File: src/rtl/sar_seq_pkg.sv
package sar_seq_pkg;
  typedef enum logic [1:0] {
    ST_IDLE = 2'd0,
    ST_SAMP = 2'd1,
    ST_CONV = 2'd2
  } seq_state_e;
endpackage

File: src/rtl/sar_settle.sv
module sar_settle #(
  parameter int unsigned SETTLE_CYC = 16
) (
  input  logic clk,
  input  logic rst,
  input  logic en_i,
  output logic ready_o
);
  generate
    if (SETTLE_CYC == 0) begin : g_nowait
      always_ff @(posedge clk) begin
        if (rst) ready_o <= 1'b0;
        else     ready_o <= en_i;
      end
    end else begin : g_wait
      localparam int unsigned CW = (SETTLE_CYC < 2) ? 1 : $clog2(SETTLE_CYC);
      logic [CW-1:0] cnt_q;
      always_ff @(posedge clk) begin
        if (rst || !en_i) begin
          cnt_q   <= '0;
          ready_o <= 1'b0;
        end else if (!ready_o) begin
          if (cnt_q == CW'(SETTLE_CYC - 1)) ready_o <= 1'b1;
          else                              cnt_q   <= cnt_q + 1'b1;
        end
      end
    end
  endgenerate


  settle_drop_chk: assert property (@(posedge clk) disable iff (rst)
    !en_i |=> !ready_o);
endmodule

File: src/rtl/sar_ctrl.sv
module sar_ctrl
  import sar_seq_pkg::*;
#(
  parameter int unsigned SAMPLE_CYC = 4
) (
  input  logic clk,
  input  logic rst,
  input  logic cmp_en_i,
  input  logic ready_i,
  input  logic start_set_i,
  input  logic start_clr_i,
  input  logic trig_sel_i,
  input  logic tmr_trig_i,
  input  logic cont_i,
  input  logic done_i,
  output logic go_o,
  output logic busy_o,
  output logic samp_o,
  output logic run_o,
  output logic arm_o,
  output logic kill_o
);
  localparam int unsigned SCW = $clog2(SAMPLE_CYC + 1);

  seq_state_e     st_q;
  logic [SCW-1:0] scnt_q;
  logic           start_req;

  assign busy_o    = (st_q != ST_IDLE);
  assign samp_o    = (st_q == ST_SAMP);
  assign run_o     = (st_q == ST_CONV);
  assign kill_o    = busy_o && (start_clr_i || !cmp_en_i);
  assign arm_o     = samp_o && (scnt_q == SCW'(SAMPLE_CYC - 1));
  assign start_req = trig_sel_i ? tmr_trig_i : start_set_i;

  always_ff @(posedge clk) begin
    if (rst) begin
      st_q   <= ST_IDLE;
      scnt_q <= '0;
      go_o   <= 1'b0;
    end else begin
      if (!cmp_en_i || start_clr_i)           go_o <= 1'b0;
      else if (done_i && !cont_i)             go_o <= 1'b0;
      else if (!go_o && !busy_o && start_req) go_o <= 1'b1;

      unique case (st_q)
        ST_IDLE: begin
          if (go_o && ready_i && cmp_en_i && !start_clr_i) begin
            st_q   <= ST_SAMP;
            scnt_q <= '0;
          end
        end
        ST_SAMP: begin
          if (kill_o)     st_q   <= ST_IDLE;
          else if (arm_o) st_q   <= ST_CONV;
          else            scnt_q <= scnt_q + 1'b1;
        end
        ST_CONV: begin
          if (kill_o) st_q <= ST_IDLE;
          else if (done_i) begin
            if (cont_i) begin
              st_q   <= ST_SAMP;
              scnt_q <= '0;
            end else begin
              st_q <= ST_IDLE;
            end
          end
        end
        default: st_q <= ST_IDLE;
      endcase
    end
  end


  settle_gate_chk: assert property (@(posedge clk) disable iff (rst)
    $rose(busy_o) |-> $past(ready_i));


  abort_chk: assert property (@(posedge clk) disable iff (rst)
    kill_o |=> !busy_o && !go_o);


  single_stop_chk: assert property (@(posedge clk) disable iff (rst)
    done_i && !cont_i && !kill_o |=> !go_o && !busy_o);
endmodule

File: src/rtl/sar_engine.sv
module sar_engine #(
  parameter int unsigned RES_W = 12
) (
  input  logic             clk,
  input  logic             rst,
  input  logic             arm_i,
  input  logic             run_i,
  input  logic             kill_i,
  input  logic             cmp_i,
  output logic [RES_W-1:0] tap_o,
  output logic [RES_W-1:0] result_o,
  output logic             eoc_o,
  output logic             done_o
);
  localparam int unsigned IW = $clog2(RES_W);
  localparam logic [RES_W-1:0] MSB_CODE = {1'b1, {(RES_W-1){1'b0}}};

  logic [IW-1:0]    idx_q;
  logic [RES_W-1:0] decided;
  logic [RES_W-1:0] next_bit;

  for (genvar b = 0; b < RES_W; b++) begin : g_bit
    assign decided[b] = (idx_q == IW'(b)) ? cmp_i : tap_o[b];
    if (b == RES_W - 1) begin : g_top
      assign next_bit[b] = 1'b0;
    end else begin : g_low
      assign next_bit[b] = (idx_q == IW'(b + 1));
    end
  end

  assign done_o = run_i && (idx_q == '0);

  always_ff @(posedge clk) begin
    if (rst) begin
      tap_o    <= '0;
      idx_q    <= '0;
      result_o <= '0;
      eoc_o    <= 1'b0;
    end else begin
      eoc_o <= 1'b0;
      if (kill_i) begin
        tap_o <= '0;
      end else if (arm_i) begin
        tap_o <= MSB_CODE;
        idx_q <= IW'(RES_W - 1);
      end else if (run_i) begin
        if (idx_q == '0) begin
          result_o <= decided;
          eoc_o    <= 1'b1;
          tap_o    <= '0;
        end else begin
          tap_o <= decided | next_bit;
          idx_q <= idx_q - 1'b1;
        end
      end
    end
  end


  first_tap_chk: assert property (@(posedge clk) disable iff (rst)
    arm_i && !kill_i |=> tap_o == MSB_CODE);


  eoc_pulse_chk: assert property (@(posedge clk) disable iff (rst)
    eoc_o |=> !eoc_o);


  result_hold_chk: assert property (@(posedge clk) disable iff (rst)
    !$stable(result_o) |-> eoc_o);
endmodule

File: src/rtl/sar_seq.sv
module sar_seq #(
  parameter int unsigned RES_W      = 12,
  parameter int unsigned SAMPLE_CYC = 4,
  parameter int unsigned SETTLE_CYC = 16,
  parameter int unsigned CH_W       = 3
) (
  input  logic             clk,
  input  logic             rst,
  input  logic             cmp_en_i,
  input  logic             start_set_i,
  input  logic             start_clr_i,
  input  logic             trig_sel_i,
  input  logic             tmr_trig_i,
  input  logic             cont_i,
  input  logic             cmp_i,
  input  logic [CH_W-1:0]  chan_i,
  output logic [CH_W-1:0]  chan_o,
  output logic             start_o,
  output logic             samp_o,
  output logic             busy_o,
  output logic [RES_W-1:0] tap_o,
  output logic [RES_W-1:0] result_o,
  output logic             eoc_o
);
  logic ready, run, arm, kill, done;

  sar_settle #(.SETTLE_CYC(SETTLE_CYC)) u_settle (
    .clk(clk), .rst(rst), .en_i(cmp_en_i), .ready_o(ready)
  );

  sar_ctrl #(.SAMPLE_CYC(SAMPLE_CYC)) u_ctrl (
    .clk(clk), .rst(rst), .cmp_en_i(cmp_en_i), .ready_i(ready),
    .start_set_i(start_set_i), .start_clr_i(start_clr_i),
    .trig_sel_i(trig_sel_i), .tmr_trig_i(tmr_trig_i), .cont_i(cont_i),
    .done_i(done), .go_o(start_o), .busy_o(busy_o), .samp_o(samp_o),
    .run_o(run), .arm_o(arm), .kill_o(kill)
  );

  sar_engine #(.RES_W(RES_W)) u_engine (
    .clk(clk), .rst(rst), .arm_i(arm), .run_i(run), .kill_i(kill),
    .cmp_i(cmp_i), .tap_o(tap_o), .result_o(result_o), .eoc_o(eoc_o),
    .done_o(done)
  );

  always_ff @(posedge clk) begin
    if (rst) chan_o <= '0;
    else     chan_o <= chan_i;
  end


  sample_quiet_chk: assert property (@(posedge clk) disable iff (rst)
    samp_o |-> tap_o == '0);
endmodule

File: config.mk
export PLATFORM = sky130hd
export DESIGN_NAME = sar_seq
export DESIGN_NICKNAME = d
export VERILOG_FILES = /design/src/rtl/sar_seq_pkg.sv /design/src/rtl/sar_settle.sv /design/src/rtl/sar_ctrl.sv /design/src/rtl/sar_engine.sv /design/src/rtl/sar_seq.sv
export SDC_FILE = /design/constraint.sdc
export NUM_CORES = 1
export LEC_CHECK = 0
export BUFFER_PORTS_ARGS = -buffer_cell sky130_fd_sc_hd__buf_2
export CAP_MARGIN = 20
export CORE_MARGIN = 5
export CORE_UTILIZATION = 59
export DETAILED_ROUTE_END_ITERATION = 10
export PLACE_DENSITY_LB_ADDON = 0.25
export SLEW_MARGIN = 25
export SYNTH_ARGS = -nofsm -noshare
export SYNTH_HDL_FRONTEND = slang
export SYNTH_SLANG_ARGS = --single-unit
File: constraint.sdc
create_clock -name clk -period 3.1 [get_ports clk]
set_clock_uncertainty 0.2 [all_clocks]
set_input_delay 0.62 -clock clk [delete_from_list [all_inputs] [get_ports clk]]
set_output_delay 0.62 -clock clk [all_outputs]
set_load 0.02 [all_outputs]
=== Word level (Yosys, flattened, before mapping) ===
Cells that the tools add are included.

* Bits in registers: 43
* Input bits: 12
* Output and inout port bits: 31
* Word-level logic and storage cells: 110

* Reduce and logical (&&, ||, !) cells: 30
* $add $sub $neg: 3
* Multiplexer cells: 36
* Equal/unequal tests: 24
* Bitwise operators: 6

{| class="wikitable"
|+ Operator list
! cell !! count
|-
| 12-bit two-way mux || 3
|-
| 4-bit equality test (second input constant) || 5
|-
| 3-bit two-way mux || 6
|-
| 1-bit two-way mux || 17
|-
| 4-bit by 3-bit equality test with 1-bit output (second input constant) || 4
|-
| 4-bit two-way mux || 3
|-
| 2-bit != test (second input constant) || 6
|-
| 12-bit by 11-bit bitwise OR with 12-bit output || 1
|-
| 2-bit two-way mux || 5
|-
| 1-bit logical AND || 9
|-
| 3-bit case mux with 3 select lines || 1
|-
| 4-bit by 2-bit equality test with 1-bit output (second input constant) || 2
|-
| 7-bit AND reduction || 1
|-
| 3-bit != test (second input constant) || 2
|-
| 2-bit case mux with 3 select lines || 1
|-
| 3-bit AND reduction || 2
|-
| 3-bit OR reduction || 2
|-
| 1-bit zero test || 5
|-
| 1-bit NOT || 5
|-
| 4-bit by 1-bit adder with 4-bit output (second input constant) || 1
|-
| 4-bit by 1-bit equality test with 1-bit output (second input constant) || 1
|-
| 4-bit zero test || 1
|-
| 4-bit AND reduction || 1
|-
| 2-bit nonzero test || 2
|-
| 12 further kinds || 13
|}

=== Logic depth before layout (Yosys ltp) ===
Gate-level depths: netlist of run 1.

* Depth in word-level cells: 6
* Depth in mapped cells: 8

=== Hierarchy ===
Synthesis of run 1 repeated with hierarchy kept, for this count alone.

* Cells, all modules: 251
* Area, all modules: 2,188.3 sq um

{| class="wikitable"
|+ Modules (own cells, without submodules)
! module !! cells each !! area each (sq um) !! times used !! sequential area each (sq um)
|-
| sar_engine || 183 || 1,529.0 || 1 || 580.6
|-
| sar_ctrl || 40 || 357.8 || 1 || 120.1
|-
| sar_settle || 22 || 222.7 || 1 || 100.1
|-
| sar_seq || 6 || 78.8 || 1 || 60.1
|}

=== Least setup slack after synthesis of run 1 ===
No wires, ideal clock.

* Kind: input -> register
* Start point: input port start_clr_i
* End point: register u_ctrl.scnt_q[0]
* Data arrival time: 1,644 ps
* Stages on the path: 4
* Slack: 1,140 ps
* Data required time: 2,784 ps
* Path through: nand2b_1 -> o311ai_1 -> a21oi_1 -> a41o_1

* Word-level cells in the longest chain between the ends: 4

{| class="wikitable"
|+ Ends and longest elaborated chain
! element !! line !! source
|-
| start: declaration || sar_seq.sv:11 || <nowiki>input logic start_clr_i,</nowiki>
|-
| 1-bit zero test / 1-bit logical OR (equally long branches) || sar_ctrl.sv:48, sar_ctrl.sv:32 ||
|-
| 1-bit logical AND (on tied branches) || sar_ctrl.sv:48, sar_ctrl.sv:32 ||
|-
| 2-bit by 1-bit != test with 1-bit output (no line) / 2-bit != test (equally long branches) || n/a ||
|-
| 7-bit AND reduction (no line) (*) || n/a ||
|-
| end signal: assignment || sar_ctrl.sv:56 || <nowiki>else scnt_q <= scnt_q + 1'b1;</nowiki>
|-
| end: declaration || sar_ctrl.sv:26 || <nowiki>logic [SCW-1:0] scnt_q;</nowiki>
|}

Every way passes the cells marked *; elsewhere a longest branch is shown, timed or not.
A chain may end at the register's enable or synchronous reset.

=== Worst setup path in the final report of run 1 ===
* Start point: register u_engine.idx_q[0]
* End point: register u_engine.result_o[0]

* Word-level cells in the longest chain between the ends: 2

{| class="wikitable"
|+ Ends and longest elaborated chain
! element !! line !! source
|-
| start: declaration || sar_engine.sv:18 || <nowiki>logic [IW-1:0] idx_q;</nowiki>
|-
| start signal: assignment || sar_engine.sv:45 || <nowiki>idx_q <= IW'(RES_W - 1);</nowiki>
|-
| start signal: assignment || sar_engine.sv:53 || <nowiki>idx_q <= idx_q - 1'b1;</nowiki>
|-
| 4-bit zero test (*) || sar_engine.sv:23, sar_engine.sv:47 ||
|-
| 4-bit AND reduction (no line) / 1-bit two-way mux (equally long branches) || n/a ||
|-
| end signal: assignment || sar_engine.sv:48 || <nowiki>result_o <= decided;</nowiki>
|-
| end: declaration || sar_engine.sv:11 || <nowiki>output logic [RES_W-1:0] result_o,</nowiki>
|}

Marked as above.

==> results.toml, run 1 <==
[synthesis]
seq_area_frac_synth_pct = 39.1
ys_warn_count = 0
post-synth-top-area-fraction_pct = 39.1
async_reset_ff_share_pct = 0
synth_nets = 267
synth_area_leader_cell = "dfxtp_1"
syn_inst = 247
synth.avg_cell_area_um2 = 8.92
syn-cell-area_um2 = 2200
synth-edff-count = 0
ys_ff_latch = 43
yosysUniqueCellTypes = 45
yosys-top-cells-area = "dfxtp_1 39%, mux2i_1 6.8%, a211oi_2 5.7%"
synth_flop_cell = "dfxtp_1"

[setup_path]
r2r_slack_ps = 580
path_cells = "inv_1 -> ha_1 -> or3b_1 -> nor3_4 -> buf_4 -> mux2i_1 -> nor2_1"
cp-end-kind = "flop"
arrival_ps = 2480
cp_slowest_cell = "or3b_1"
crit_type = "reg2reg"
crit_path_start_kind = "flop"
critPathMaxFanout = 22
crit_family = "simple AND/OR/NAND/NOR gates"
startpoint = "u_engine.idx_q[0]"
regToRegStartpoint = "u_engine.idx_q[0]"
worst-path-stages = 7
reg2reg_depth = 7
max_stage_delay_ps = 540
critical_path_required_ps = 3060
critical_path_buf_inv_count = 2
r2r_end = "u_engine.result_o[0]"
critPathCapture = "u_engine.result_o[0]"

[cells_and_area]
antenna_cells = 0
area_growth_pct = 14.5
final_core_util_pct = 69.5
nets = 301
drive_gt1_share_pct = 24.8

[clock_tree]
clk_latency_ps = 300
cts.sinks = 43
ctsRootBufferMaster = "clkbuf_8"
cts_setup_buffers = 0
cts_resized = 0
cts_tree = "built"
cts_buffer_depth = 2
hold_buffers = 0
htreeDepth = 2
path_clk_slew_ps = 80
cts_buffers = 5

[die]
die_y_um = 71.1
die_area_um2 = 5060
start_util_pct = 60.6
core_um2 = 3630
dieWidth_um = 71.1
ios = 43
rows = 22

[global_routing]
grt_max_degree = 33
antenna_found_initial = 0
grt_overflow = 0
grt-busiest-layer = "met2"
grt.met1_usage_pct = 26.0
use_met2_pct = 30.6
grt_pass1_vias = 1693
grt_util_all_layers_pct = 19.4
grtUsageMet3_pct = 4.26
grt_pass1_wl_um = 7900

[sta]
setup_violations = 0
rsz0062_at_grt = "no"
finalCriticalPeriod_ps = 2520
worst_pin_slew_ps = 809
tns_ps = 0
fin_crit_sh_pct = 81.2
clock.fmax_mhz = 397
finalHoldViolations = 0
slew_headroom_pct = 46.0
finalMaxSlewViolations = 0

[route]
drc = 0
avgViaCountPerCell = 5.66
ant_nets = 0
vias = 1869
drtIter0Drc = 128
route.final.wire_length_um = 4730
firstDrtPassIters = 4
wire_per_inst_um = 14.3

[power]
swShare_pct = 20.5
irDropWorstVdd_v = 0.000346
p_leak_nw = 1.08
comb_power_share_pct = 3.9
intPower_mw = 0.831
power.density_nw_per_um2 = 414
p_seq_share_pct = 53.3
switchingPower_mw = 0.214
pwr-share-clk_pct = 42.8
power_mw = 1.05

[worst_hold_path]
hold_path_class = "reg2reg"
hold_depth = 2

[run_status]
run_status = "complete, no violations"

[place]
port_buffers = 42
globalplace.congestion = 0.818
dp_hpwl_um = 3410

[job]
maxCapViolCount = 0
-- synth_stat cells, types with 2 or more instances --
cell type,n
o211ai_1,2
nand3_1,2
clkbuf_1,9
buf_2,6
nand4_1,2
nand3b_1,2
nor3b_1,4
nand2b_1,6
nor4_1,2
mux2_2,3
a31oi_1,3
dfxtp_1,43
ha_1,8
nand2_1,17
nor2_1,31
nor2b_1,10
a21oi_1,15
or2_2,2
o21a_1,2
xor2_1,3
mux2i_1,15
nor3_1,15
inv_1,9
a211oi_2,10
a211oi_1,6
-- flip-flops by register name, indices dropped and copies added, names as in the netlist, 2 cells and up --
register and count:
u_engine.result_o 12, u_engine.idx_q 4, u_ctrl.st_q 2, u_ctrl.scnt_q 3, u_settle.g_wait.cnt_q 4, chan_o 3, u_engine.tap_o 12
-- cells by family (layout without fill, tap and decap cells) --
| group | count (synthesis) | in the layout | share of synthesized area, % |
|---|---|---|---|
| DFF | 43 | 43 | 39.1 |
| AOI/OAI and AO/OA | 48 | 48 | 17.3 |
| muxes | 18 | 18 | 8.35 |
| buffers and inverters | 26 | 61 | 5.28 |
| adders and majority gates | 8 | 8 | 4.54 |
| xor gates and xnor gates | 4 | 4 | 1.59 |
| and+or+nand+nor | 100 | 100 | 23.8 |
-- worst min path at each step --
stage          slack [ps]                end         startpoint
3_5_place_dp          280  u_engine.tap_o[6]  u_engine.tap_o[6]
5_1_grt               330   u_ctrl.scnt_q[1]   u_ctrl.scnt_q[1]
4_1_cts               290   u_ctrl.scnt_q[1]   u_ctrl.scnt_q[1]
6_report              290   u_ctrl.scnt_q[1]   u_ctrl.scnt_q[1]
3_3_place_gp          270   u_ctrl.scnt_q[1]   u_ctrl.scnt_q[1]
2_1_floorplan         260   u_ctrl.scnt_q[1]   u_ctrl.scnt_q[1]
-- worst min-delay path, cell delays in order (launching register included) --
cell and delay (ps):
dfxtp_1 320, nand2b_1 70, mux2i_1 60
-- power groups by stage --
stage / Combinational (mW) / Sequential (mW) / Clock [mW]
final: 0.0407 / 0.557 / 0.448
after global routing: 0.0450 / 0.558 / 0.488
after CTS: 0.0407 / 0.557 / 0.458
after detailed placement: 0.0406 / 0.570 / 0
after global placement: 0.0399 / 0.570 / 0
after floorplan: 0.0224 / 0.574 / 0
-- through the flow --
| stage | cell area, µm² | hold WS [ps] | instances | setup slack [ps] |
|---|---|---|---|---|
| after global routing | 2520 | 332 | 330 | 427 |
| after global placement | 2410 | 268 | 322 | 696 |
| after CTS | 2520 | 292 | 330 | 595 |
| final | 2520 | 289 | 330 | 584 |
| after detailed placement | 2410 | 280 | 322 | 614 |
| after floorplan | 2200 | 256 | 247 | 1140 |
-- layout make-up --
type	count	area, µm²
multi-input combinational	178	1230
fill	299	1110
sequential	43	861
timing repair buffer	44	225
clock buffer	6	82.6
tap	48	60.1
clock inverter	2	35.0
inverter	9	33.8
-- routing by layer --
layer | vias to the layer above | wire (µm)
li1 | 940 | -
met1 | 872 | 2200
met2 | 48 | 2250
met3 | 9 | 195
met4 | 0 | 91
met5 | - | 0
-- cells in the final DEF, fill, tap and decap left out, drive strengths merged, types with 2 or more instances in the layout --
cell / synthesis / final
nor4: 2 / 2
inv: 9 / 9
xor2: 3 / 3
a211oi: 16 / 16
buf: 8 / 44
nand4: 2 / 2
mux2: 3 / 3
a31oi: 3 / 3
nor2b: 10 / 10
nand3b: 2 / 2
nand2b: 6 / 6
clkbuf: 9 / 6
nor3: 16 / 16
nor2: 31 / 31
or2: 2 / 2
nor3b: 4 / 4
ha: 8 / 8
dfxtp: 43 / 43
nand2: 17 / 17
nand3: 2 / 2
mux2i: 15 / 15
o211ai: 2 / 2
o21a: 2 / 2
a21oi: 15 / 15
No activity file was read; power rests on OpenSTA's default activity.
==> run 2, diff against run 1 <==
Settings changed: CORE_UTILIZATION 59 to 49.
Clock period 3.1 ns to 2.3 ns, I/O delays scaled along.
==> results.toml, run 2 (synthesized netlist as in run 1, its figures left out) <==
[clock_tree]
cts_tree = "built"
cts.sinks = 43
cts_setup_buffers = 0
ctsRootBufferMaster = "clkbuf_8"
clk_latency_ps = 300
cts_buffer_depth = 2
cts_buffers = 5
path_clk_slew_ps = 90
htreeDepth = 2

[worst_hold_path]
min_to = "chan_o[1]"
hold_path_class = "in2reg"
hold_path_startpoint = "chan_i[1]"
hold_depth = 2

[place]
dp_cells = 335
globalplace.congestion = 0.821
pre_cts_slack_ps = 88.9
port_buffers = 42
dp_hpwl_um = 3660

[setup_path]
regToRegStartpoint = "u_engine.idx_q[0]"
cp_slowest_cell = "or3b_1"
arrival_ps = 2130
crit_path_start_kind = "flop"
critical_path_required_ps = 2290
crit_type = "reg2reg"
r2r_end = "u_engine.result_o[0]"
max_stage_delay_ps = 500
reg2reg_depth = 7
critPathMaxFanout = 22
r2r_slack_ps = 170
path_cells = "inv_1 -> ha_1 -> or3b_1 -> nor3_4 -> buf_12 -> mux2i_1 -> nor2_1"
cp-end-kind = "flop"

[global_routing]
grt_pass1_wl_um = 8420
antenna_found_initial = 0
grt_pass1_vias = 1807
grt_overflow = 0
grt_util_all_layers_pct = 17.1
grt_max_degree = 23

[route]
drtIter0Drc = 111
drc = 0
route.final.wire_length_um = 4990
avgViaCountPerCell = 5.65
vias = 1939
firstDrtPassIters = 4
ant_nets = 0
wire_per_inst_um = 14.6

[die]
die_area_um2 = 5940
dieWidth_um = 77.1
core_um2 = 4350
rows = 24
ios = 43
die_y_um = 77.1
start_util_pct = 50.6

[job]
maxCapViolCount = 0

[cells_and_area]
final_core_util_pct = 60.2
fin_cells = 343
antenna_cells = 0
drive_gt1_share_pct = 27.8
nets = 310
area_growth_pct = 19.0
final_cell_mix = "43 x dfxtp_1, 42 x buf_2, 31 x nor2_1"
layout_commonest_cell = "dfxtp_1"
largestRegisters = "u_engine.result_o: 12 flops, u_engine.tap_o: 12 flops"

[run_status]
run_status = "complete, no violations"

[sta]
setup_violations = 0
clock.fmax_mhz = 469
finalHoldViolations = 0
slew_headroom_pct = 39.2
worst_pin_slew_ps = 911
tns_ps = 0
finalCriticalPeriod_ps = 2130
rsz0062_at_grt = "no"
fin_ws_ps = 166
fin_crit_sh_pct = 92.8
finalMaxSlewViolations = 0

[power]
irDropWorstVdd_v = 0.000404
power.density_nw_per_um2 = 546
p_leak_nw = 1.13
[run 2: cell count changes in the layout (fill, tap and decap cells not counted), sizes merged]
| cell | previous run | this run |
|---|---|---|
| inv | 9 | 10 |
| clkinv | 1 | 0 |
| buf | 44 | 53 |
[run 2: worst max-delay path: cells and delay by family (launching register included)]
kind / cells / cell delay, ps
buffers and inverters: 2 / 330
AND/OR/NAND/NOR: 3 / 760
adder cells (fa/ha/maj): 1 / 160
flip-flops: 1 / 380
multiplexers: 1 / 190
[run 2: worst max-delay path by stage]
stage	from	endpoint	slack, ps	cells past startpoint
2_1_floorplan	u_engine.idx_q[0]	u_engine.result_o[1]	340	8
3_3_place_gp	u_engine.idx_q[0]	u_engine.tap_o[11]	120	7
3_5_place_dp	start_clr_i	u_engine.tap_o[5]	90	5
4_1_cts	u_engine.idx_q[0]	u_engine.tap_o[7]	120	8
5_1_grt	u_engine.idx_q[0]	u_engine.result_o[11]	8	7
6_report	u_engine.idx_q[0]	u_engine.result_o[0]	170	7
[run 2: power breakdown]
| part | internal [mW] | switching, mW |
|---|---|---|
| combinational | 0.0205 | 0.0349 |
| sequential | 0.749 | 0.00242 |
| clock | 0.357 | 0.269 |
| total | 1.13 | 0.307 |
[run 2: area by class of cell]
| type | instances | area [µm²] |
|---|---|---|
| flip-flops and latches | 43 | 861 |
| multi-input cells | 178 | 1240 |
| inverters | 9 | 33.8 |
| fillers | 378 | 1730 |
| clock buffers | 6 | 82.6 |
| repair buffers | 53 | 305 |
| clock inverters | 2 | 38.8 |
| well taps | 52 | 65.1 |
[run 2: through the flow]
| stage | total power, mW | hold slack, ps | area, µm² |
|---|---|---|---|
| final | 1.43 | 163 | 2620 |
| after global routing | 1.49 | 152 | 2620 |
| after CTS | 1.45 | 156 | 2610 |
| after detailed placement | 0.824 | 278 | 2490 |
| after global placement | 0.823 | 267 | 2490 |
| after floorplan | 0.803 | 256 | 2200 |
[run 2: repair_timing]
action,4_1_cts,5_1_grt
endpoints found under the hold margin,0,0
gates resized for setup,0,2
hold buffers,0,0
endpoints found under the setup margin,0,7
[run 2: per-layer routing]
layer	up-vias	share of wire [%]	global-route usage (%)
met5	-	0	0
met4	0	0.94	6.53
met3	4	5.6	4.45
met2	51	48	28.4
met1	921	46	21.0
li1	963	-	-
